### src/rtl/mac_grid_pkg.sv
package mac_grid_pkg;

   // Bits needed to index n items (at least one bit).
   function automatic int unsigned idx_bits(input int unsigned n);
      return (n <= 1) ? 1 : $clog2(n);
   endfunction

endpackage

### src/rtl/mac_skew.sv
// Fixed-depth register delay line with synchronous clear.
module mac_skew #(
   parameter int unsigned WIDTH = 8,
   parameter int unsigned DEPTH = 1
) (
   input  logic             clk,
   input  logic             rst,
   input  logic [WIDTH-1:0] d,
   output logic [WIDTH-1:0] q
);

   if (DEPTH < 1) begin : g_bad_depth
      $error("mac_skew: DEPTH must be at least 1");
   end
   if (WIDTH < 1) begin : g_bad_width
      $error("mac_skew: WIDTH must be at least 1");
   end

   logic [WIDTH-1:0] stage [DEPTH];

   always_ff @(posedge clk) begin
      if (rst) begin
         for (int i = 0; i < DEPTH; i++) stage[i] <= '0;
      end else begin
         stage[0] <= d;
         for (int i = 1; i < DEPTH; i++) stage[i] <= stage[i-1];
      end
   end

   assign q = stage[DEPTH-1];

endmodule

### src/rtl/mac_pe.sv
// One grid cell: a stationary coefficient and a registered multiply-add.
module mac_pe #(
   parameter int unsigned AW  = 8,
   parameter int unsigned WW  = 8,
   parameter int unsigned SW  = 32,
   parameter int unsigned IW  = 2,
   parameter int unsigned IDX = 0
) (
   input  logic                 clk,
   input  logic                 rst,
   input  logic                 a_vld,
   input  logic signed [AW-1:0] a_dat,
   input  logic                 ld_vld,
   input  logic [IW-1:0]        ld_sel,
   input  logic signed [WW-1:0] ld_dat,
   input  logic signed [SW-1:0] ps_in,
   output logic signed [SW-1:0] ps_out
);

   localparam int unsigned PW = AW + WW;

   if (SW < PW) begin : g_bad_sum
      $error("mac_pe: SW narrower than the product");
   end

   logic signed [WW-1:0] w_q;
   logic signed [PW-1:0] prod;
   logic signed [SW-1:0] ps_q;
   logic                 hit;

   assign hit  = ld_vld && (ld_sel == IW'(IDX));
   assign prod = a_dat * w_q;

   always_ff @(posedge clk) begin
      if (rst) begin
         w_q  <= '0;
         ps_q <= '0;
      end else begin
         if (hit) w_q <= ld_dat;
         // Bubbles leave a zero behind so idle outputs read zero.
         ps_q <= a_vld ? (ps_in + SW'(prod)) : '0;
      end
   end

   assign ps_out = ps_q;

   // a coefficient only changes on a write addressed to this cell.
   p_weight_hold_r8: assert property (@(posedge clk) disable iff (rst)
      !hit |=> $stable(w_q))
      else $error("p_weight_hold_r8: coefficient changed without a write");

endmodule

### src/rtl/mac_grid.sv
// Weight-stationary systolic grid with internal input skew and output realignment.
module mac_grid
   import mac_grid_pkg::*;
#(
   parameter int unsigned ROWS = 2,
   parameter int unsigned COLS = 2,
   parameter int unsigned AW   = 8,
   parameter int unsigned WW   = 8,
   parameter int unsigned SW   = 32,
   localparam int unsigned SELW = idx_bits(ROWS * COLS)
) (
   input  logic                 clk,
   input  logic                 rst,
   input  logic                 wt_load,
   input  logic [SELW-1:0]      wt_sel,
   input  logic [WW-1:0]        wt_data,
   input  logic                 in_valid,
   input  logic [ROWS*AW-1:0]   in_act,
   output logic                 busy,
   output logic                 out_valid,
   output logic [COLS*SW-1:0]   out_sum
);

   localparam int unsigned LAT = ROWS + COLS - 2;   // edges from accept to last cell
   localparam int unsigned CW  = idx_bits(LAT + 1);
   localparam int unsigned AVW = AW + 1;            // activation plus valid bit
   localparam int unsigned LDW = 1 + SELW + WW;     // write valid, index, value

   if (ROWS < 1 || COLS < 1) begin : g_bad_dims
      $error("mac_grid: ROWS and COLS must be at least 1");
   end
   if (SW < AW + WW + idx_bits(ROWS)) begin : g_bad_sw
      $error("mac_grid: SW too narrow for the column sum");
   end

   // ---------------------------------------------------------------
   // In-flight counter and write acceptance
   // ---------------------------------------------------------------
   logic [CW-1:0] fly_cnt;
   logic          ld_take;

   always_ff @(posedge clk) begin
      if (rst)                fly_cnt <= '0;
      else if (in_valid)      fly_cnt <= CW'(LAT);
      else if (fly_cnt != '0) fly_cnt <= fly_cnt - 1'b1;
   end

   assign busy    = (fly_cnt != '0);
   assign ld_take = wt_load && !busy && !in_valid;

   // ---------------------------------------------------------------
   // Grid fabric
   // ---------------------------------------------------------------
   logic [AVW-1:0] act_bus [ROWS][COLS];
   logic [LDW-1:0] ld_bus  [ROWS][COLS];
   logic [SW-1:0]  ps_top  [ROWS][COLS];
   logic [SW-1:0]  psum    [ROWS][COLS];

   for (genvar r = 0; r < ROWS; r++) begin : g_row
      for (genvar c = 0; c < COLS; c++) begin : g_col

         // Activation path: row skew at the left edge, one hop per column.
         if (c == 0) begin : g_act_edge
            if (r == 0) begin : g_act_direct
               assign act_bus[r][c] = {in_valid, in_act[0 +: AW]};
            end else begin : g_act_skew
               mac_skew #(.WIDTH(AVW), .DEPTH(r)) u_skew (
                  .clk (clk),
                  .rst (rst),
                  .d   ({in_valid, in_act[r*AW +: AW]}),
                  .q   (act_bus[r][c])
               );
            end
         end else begin : g_act_hop
            mac_skew #(.WIDTH(AVW), .DEPTH(1)) u_hop (
               .clk (clk),
               .rst (rst),
               .d   (act_bus[r][c-1]),
               .q   (act_bus[r][c])
            );
         end

         // Coefficient write path: right along rows, down the first column.
         if (c == 0 && r == 0) begin : g_ld_entry
            assign ld_bus[r][c] = {ld_take, wt_sel, wt_data};
         end else if (c == 0) begin : g_ld_down
            mac_skew #(.WIDTH(LDW), .DEPTH(1)) u_ld (
               .clk (clk),
               .rst (rst),
               .d   (ld_bus[r-1][c]),
               .q   (ld_bus[r][c])
            );
         end else begin : g_ld_right
            mac_skew #(.WIDTH(LDW), .DEPTH(1)) u_ld (
               .clk (clk),
               .rst (rst),
               .d   (ld_bus[r][c-1]),
               .q   (ld_bus[r][c])
            );
         end

         // Partial-sum entry.
         if (r == 0) begin : g_ps_zero
            assign ps_top[r][c] = '0;
         end else begin : g_ps_chain
            assign ps_top[r][c] = psum[r-1][c];
         end

         mac_pe #(
            .AW  (AW),
            .WW  (WW),
            .SW  (SW),
            .IW  (SELW),
            .IDX (r * COLS + c)
         ) u_pe (
            .clk    (clk),
            .rst    (rst),
            .a_vld  (act_bus[r][c][AW]),
            .a_dat  (act_bus[r][c][AW-1:0]),
            .ld_vld (ld_bus[r][c][LDW-1]),
            .ld_sel (ld_bus[r][c][WW +: SELW]),
            .ld_dat (ld_bus[r][c][WW-1:0]),
            .ps_in  (ps_top[r][c]),
            .ps_out (psum[r][c])
         );
      end
   end

   // ---------------------------------------------------------------
   // Output realignment: column c waits COLS-1-c extra cycles
   // ---------------------------------------------------------------
   for (genvar c = 0; c < COLS; c++) begin : g_out
      if (c == COLS - 1) begin : g_out_direct
         assign out_sum[c*SW +: SW] = psum[ROWS-1][c];
      end else begin : g_out_delay
         mac_skew #(.WIDTH(SW), .DEPTH(COLS - 1 - c)) u_deskew (
            .clk (clk),
            .rst (rst),
            .d   (psum[ROWS-1][c]),
            .q   (out_sum[c*SW +: SW])
         );
      end
   end

   mac_skew #(.WIDTH(1), .DEPTH(1)) u_out_vld (
      .clk (clk),
      .rst (rst),
      .d   (act_bus[ROWS-1][COLS-1][AW]),
      .q   (out_valid)
   );

   // ---------------------------------------------------------------
   // Assertions
   // ---------------------------------------------------------------
   // results only follow an offered vector or an in-flight one.
   p_out_needs_input_r9: assert property (@(posedge clk) disable iff (rst)
      out_valid |-> ($past(busy) || $past(in_valid)))
      else $error("p_out_needs_input_r9: result without a vector in flight");

   // the in-flight window closes exactly when the last result emerges.
   p_busy_end_r7: assert property (@(posedge clk) disable iff (rst)
      $fell(busy) |-> out_valid)
      else $error("p_busy_end_r7: busy dropped without a result");

   // busy only starts because a vector was offered.
   p_busy_rise_r7: assert property (@(posedge clk) disable iff (rst)
      $rose(busy) |-> $past(in_valid))
      else $error("p_busy_rise_r7: busy rose with no vector");

   // an offered vector keeps the grid busy in the next cycle.
   p_busy_follows_r7: assert property (@(posedge clk) disable iff (rst)
      (in_valid && (LAT > 0)) |=> busy)
      else $error("p_busy_follows_r7: busy missing after a vector");

endmodule

### config.mk
export PLATFORM = sky130hd
export DESIGN_NAME = mac_grid
export DESIGN_NICKNAME = d
export VERILOG_FILES = /design/src/rtl/mac_grid_pkg.sv /design/src/rtl/mac_skew.sv /design/src/rtl/mac_pe.sv /design/src/rtl/mac_grid.sv
export SDC_FILE = /design/constraint.sdc
export NUM_CORES = 1
export LEC_CHECK = 0
export BUFFER_PORTS_ARGS = -buffer_cell sky130_fd_sc_hd__buf_2
export CORE_MARGIN = 3
export CORE_UTILIZATION = 40
export DETAILED_ROUTE_END_ITERATION = 16
export PLACE_DENSITY_LB_ADDON = 0.05
export SLEW_MARGIN = 25
export SYNTH_ARGS = -nofsm -noshare
export SYNTH_HDL_FRONTEND = slang
export SYNTH_SLANG_ARGS = --single-unit
### constraint.sdc
create_clock -name clk -period 10.57 [get_ports clk]
set_clock_uncertainty 0.1 [all_clocks]
set_input_delay 0.5285 -clock clk [delete_from_list [all_inputs] [get_ports clk]]
set_output_delay 0.5285 -clock clk [all_outputs]
set_load 0.02 [all_outputs]
==> reports/metrics.csv <==
metric,value,unit
first-pass iteration count of the detailed router,6,
Post-synth top flop,dfxtp_1,
Hold Crit Endpoint,g_row[0].g_col[1].g_ld_right.u_ld.stage[0][9],
crit path kind,flop to flop,
min-delay src,wt_sel[1],
worst r2r dst,g_row[1].g_col[1].u_pe.ps_out[15],
routed len/inst,14.78,microns
top-area cell type share of the netlist area,33.14,%
min Tclk post-route,5555,ps
share of cells above drive strength 1,8.113,%
start of the worst register-to-register path,g_row[1].g_col[1].u_pe.w_q[0],
Critical Path Stages,14,
drt total wl,32.24,mm
initial core utilization,40.77,%
fin area,17240,sq um
"Data required, critical path",10810,ps
Chip Height,204.9,microns
Syn Nets,2028,
antenna cells,0,
"Distinct cells, synth",53,
top cell family by delay on the critical path,adder cells,
CP Cell Sequence,and2_1 > inv_1 > fa_1 > inv_1 > fa_1 > fa_1 > fa_1 > fa_1 > ha_1 > a21oi_1 > o211ai_1 > a2111oi_0 > or4_1 > nand2_1,
antenna violations before repair,0,
"EDFF count, synth",0,
most common cell in the netlist,inv_1,
first-pass GRT wire length,54.77,mm
dpl hpwl,26.27,mm
register area share after synthesis,20.99,%
Synth Register Bits,166,
initial drt markers,304,
row cnt,72,
Synth-to-Final Area Change,8.901,%
fin nets,2079,
cts-stage hold buffer count,0,
Peak VDD IR,0.1127,mV
Tot GR Track Use,16.45,%
CTS tree,built,
"Setup violations, final",0,
power density of the placed cells,82.58,nW/um^2
actual slew at the worst max-slew pin,834.6,ps
critical path's most frequent cell,fa_1,
max-cap viol count,0,
hold crit path type,primary input to flop,
Longest Clk Path Bufs,2,
fillers,3799,
Slew headroom,44.36,%
element type at the critical path end,flop,
ys async rst share,0,%
Worst path slowest cell,a2111oi_0,
Crit path largest cell delay,590,ps
# Post-CTS Setup Buffers,0,
"Core Util, Final",44.40,%
highest clock rate,180.0,MHz
DIE AREA,41990,sq um
Setup WS post-layout,5015,ps
vias in the first global route,10434,
H-tree depth,4,
list of most frequent post-synthesis cells,"inv_1 (293), fa_1 (262), dfxtp_1 (166)",
largest cells by area after synthesis,"fa_1 (33%), dfxtp_1 (21%), ha_1 (11%)",
DRT antenna net count,0,
DRC Markers,0,
Pleak,9.186,nW
Synth Instances,1600,
CP startpoint kind,flop,
clk_lat worst skew,440,ps
Tcrit/Tclk final,52.56,%
CTS Buf Count,17,
outcome,completed,
post-synth top area cell,fa_1,
"Clk pin slew, worst setup/hold paths",70,ps
crit-path max FO,9,
dpl ws,5077,ps
via count,9985,
cell area after placement,16600,sq um
# port buffers,95,
Critical path buffers and inverters,2,
Worst EP arrival,5790,ps
synth warn,0,
Worst R2R Path Depth,14,
CTS-repair resized insts,0,
global placer's final weighted congestion,0.7822,
RSZ-0062 raised after global routing,no,
Fin Setup TNS,0,ps
Slew Limit Fails,0,
Core Area,38830,sq um
Hold Path Cell Cnt,2,
final hold viol count,0,
hold_ws,212.7,ps
worst reg2reg setup slack,5010,ps
CTS sink count,166,
Chip Width,204.9,microns
CTS root buffer,clkbuf_16,
Mapped Area,15830,sq um
maximum number of pins on one net before global-route repair,79,
GRT Residual Overflow,0,
Synth Area per Inst,9.893,sq um
Via density,4.576,
Top Ports,96,
==> worst max path at each step <==
stage                                             start                           endpoint  slack, ps
after CTS                 g_row[1].g_col[1].u_pe.w_q[0]  g_row[1].g_col[1].u_pe.ps_out[15]       5030
after global routing      g_row[1].g_col[1].u_pe.w_q[0]  g_row[1].g_col[1].u_pe.ps_out[15]       4540
final                     g_row[1].g_col[1].u_pe.w_q[0]  g_row[1].g_col[1].u_pe.ps_out[15]       5010
after detailed placement  g_row[1].g_col[1].u_pe.w_q[0]  g_row[1].g_col[1].u_pe.ps_out[15]       5080
after floorplan           g_row[1].g_col[1].u_pe.w_q[0]  g_row[1].g_col[1].u_pe.ps_out[15]       5480
after global placement    g_row[1].g_col[1].u_pe.w_q[0]  g_row[1].g_col[1].u_pe.ps_out[15]       5170
==> metal layers <==
metal / part of all wire (%) / routed length [microns] / GRT usage (%)
met3: 3.0 / 953 / 2.129
met2: 45 / 14350 / 26.00
met4: 0.91 / 295 / 3.197
met1: 52 / 16640 / 24.41
met5: 0 / 0 / 0
==> layout by cell type, fill, tap and decap left out, types with 3 or more instances in the layout <==
master,count
a211oi_1,9
a21o_1,16
a21oi_1,24
a31oi_1,4
a41oi_1,3
and2_1,153
and3_1,6
buf_2,94
buf_4,3
bufinv_16,4
clkbuf_16,17
clkinv_4,3
dfxtp_1,166
fa_1,262
ha_1,136
inv_1,293
inv_2,3
inv_6,4
mux2i_1,39
nand2_1,106
nand2b_1,18
nand3_1,7
nor2_1,82
nor2b_1,72
nor3_1,8
o211a_1,3
o211ai_1,8
o21a_1,11
o21ai_0,14
o21ai_1,9
o21bai_1,5
o31a_1,3
xnor2_1,34
xor2_1,13
==> power breakdown <==
part	switching [W]	internal, W
Combinational	0.0000485	0.0000321
Sequential	0.0000180	0.000637
Clock	0.000285	0.000402
==> flip-flops by register name, summed over array words and instances (netlist names) <==
name,cells
fly_cnt,2
g_row.g_col.u_pe.w_q,32
g_row.g_col.g_ld_right.u_ld.stage,22
g_row.g_col.g_act_hop.u_hop.stage,17
g_row.g_col.g_act_edge.g_act_skew.u_skew.stage,9
g_row.g_col.u_pe.ps_out,66
g_out.g_out_delay.u_deskew.stage,17
u_out_vld.stage,1
==> layout make-up <==
| class | instances | area, sq um | share of cell area (%) |
|---|---|---|---|
| clock buffer | 17 | 425.4 | 2.468 |
| sequential | 166 | 3323 | 19.28 |
| clock inverter | 15 | 216.5 | 1.256 |
| multi-input combinational | 1072 | 11020 | 63.91 |
| tap | 518 | 648.1 | 3.760 |
| inverter | 297 | 1115 | 6.467 |
| timing repair buffer | 97 | 493.0 | 2.860 |
==> through the flow <==
| step | cells | total power, W |
|---|---|---|
| after floorplan | 1600 | 0.0007169 |
| after global placement | 2150 | 0.0007517 |
| after detailed placement | 2150 | 0.0007518 |
| after CTS | 2182 | 0.001448 |
| after global routing | 2182 | 0.001485 |
| final | 2182 | 0.001423 |
==> worst reg2reg max path: cells and delay by family (launching register included) <==
kind | cells | cell delay [ps]
adders and majority gates | 6 | 2750
buffers and inverters | 2 | 250
AOI/OAI and AO/OA | 3 | 1090
DFF | 1 | 510
and+or+nand+nor | 3 | 760
==> cells by family after synthesis <==
family	Yosys count	synth area share, %
muxes	40	2.537
buffers and inverters	362	9.406
and+or+nand+nor	465	15.37
adders and majority gates	398	43.89
AOI/OAI and AO/OA	122	5.209
DFF	166	20.99
xor gates and xnor gates	47	2.601
No activity file was read; power rests on OpenSTA's default activity.
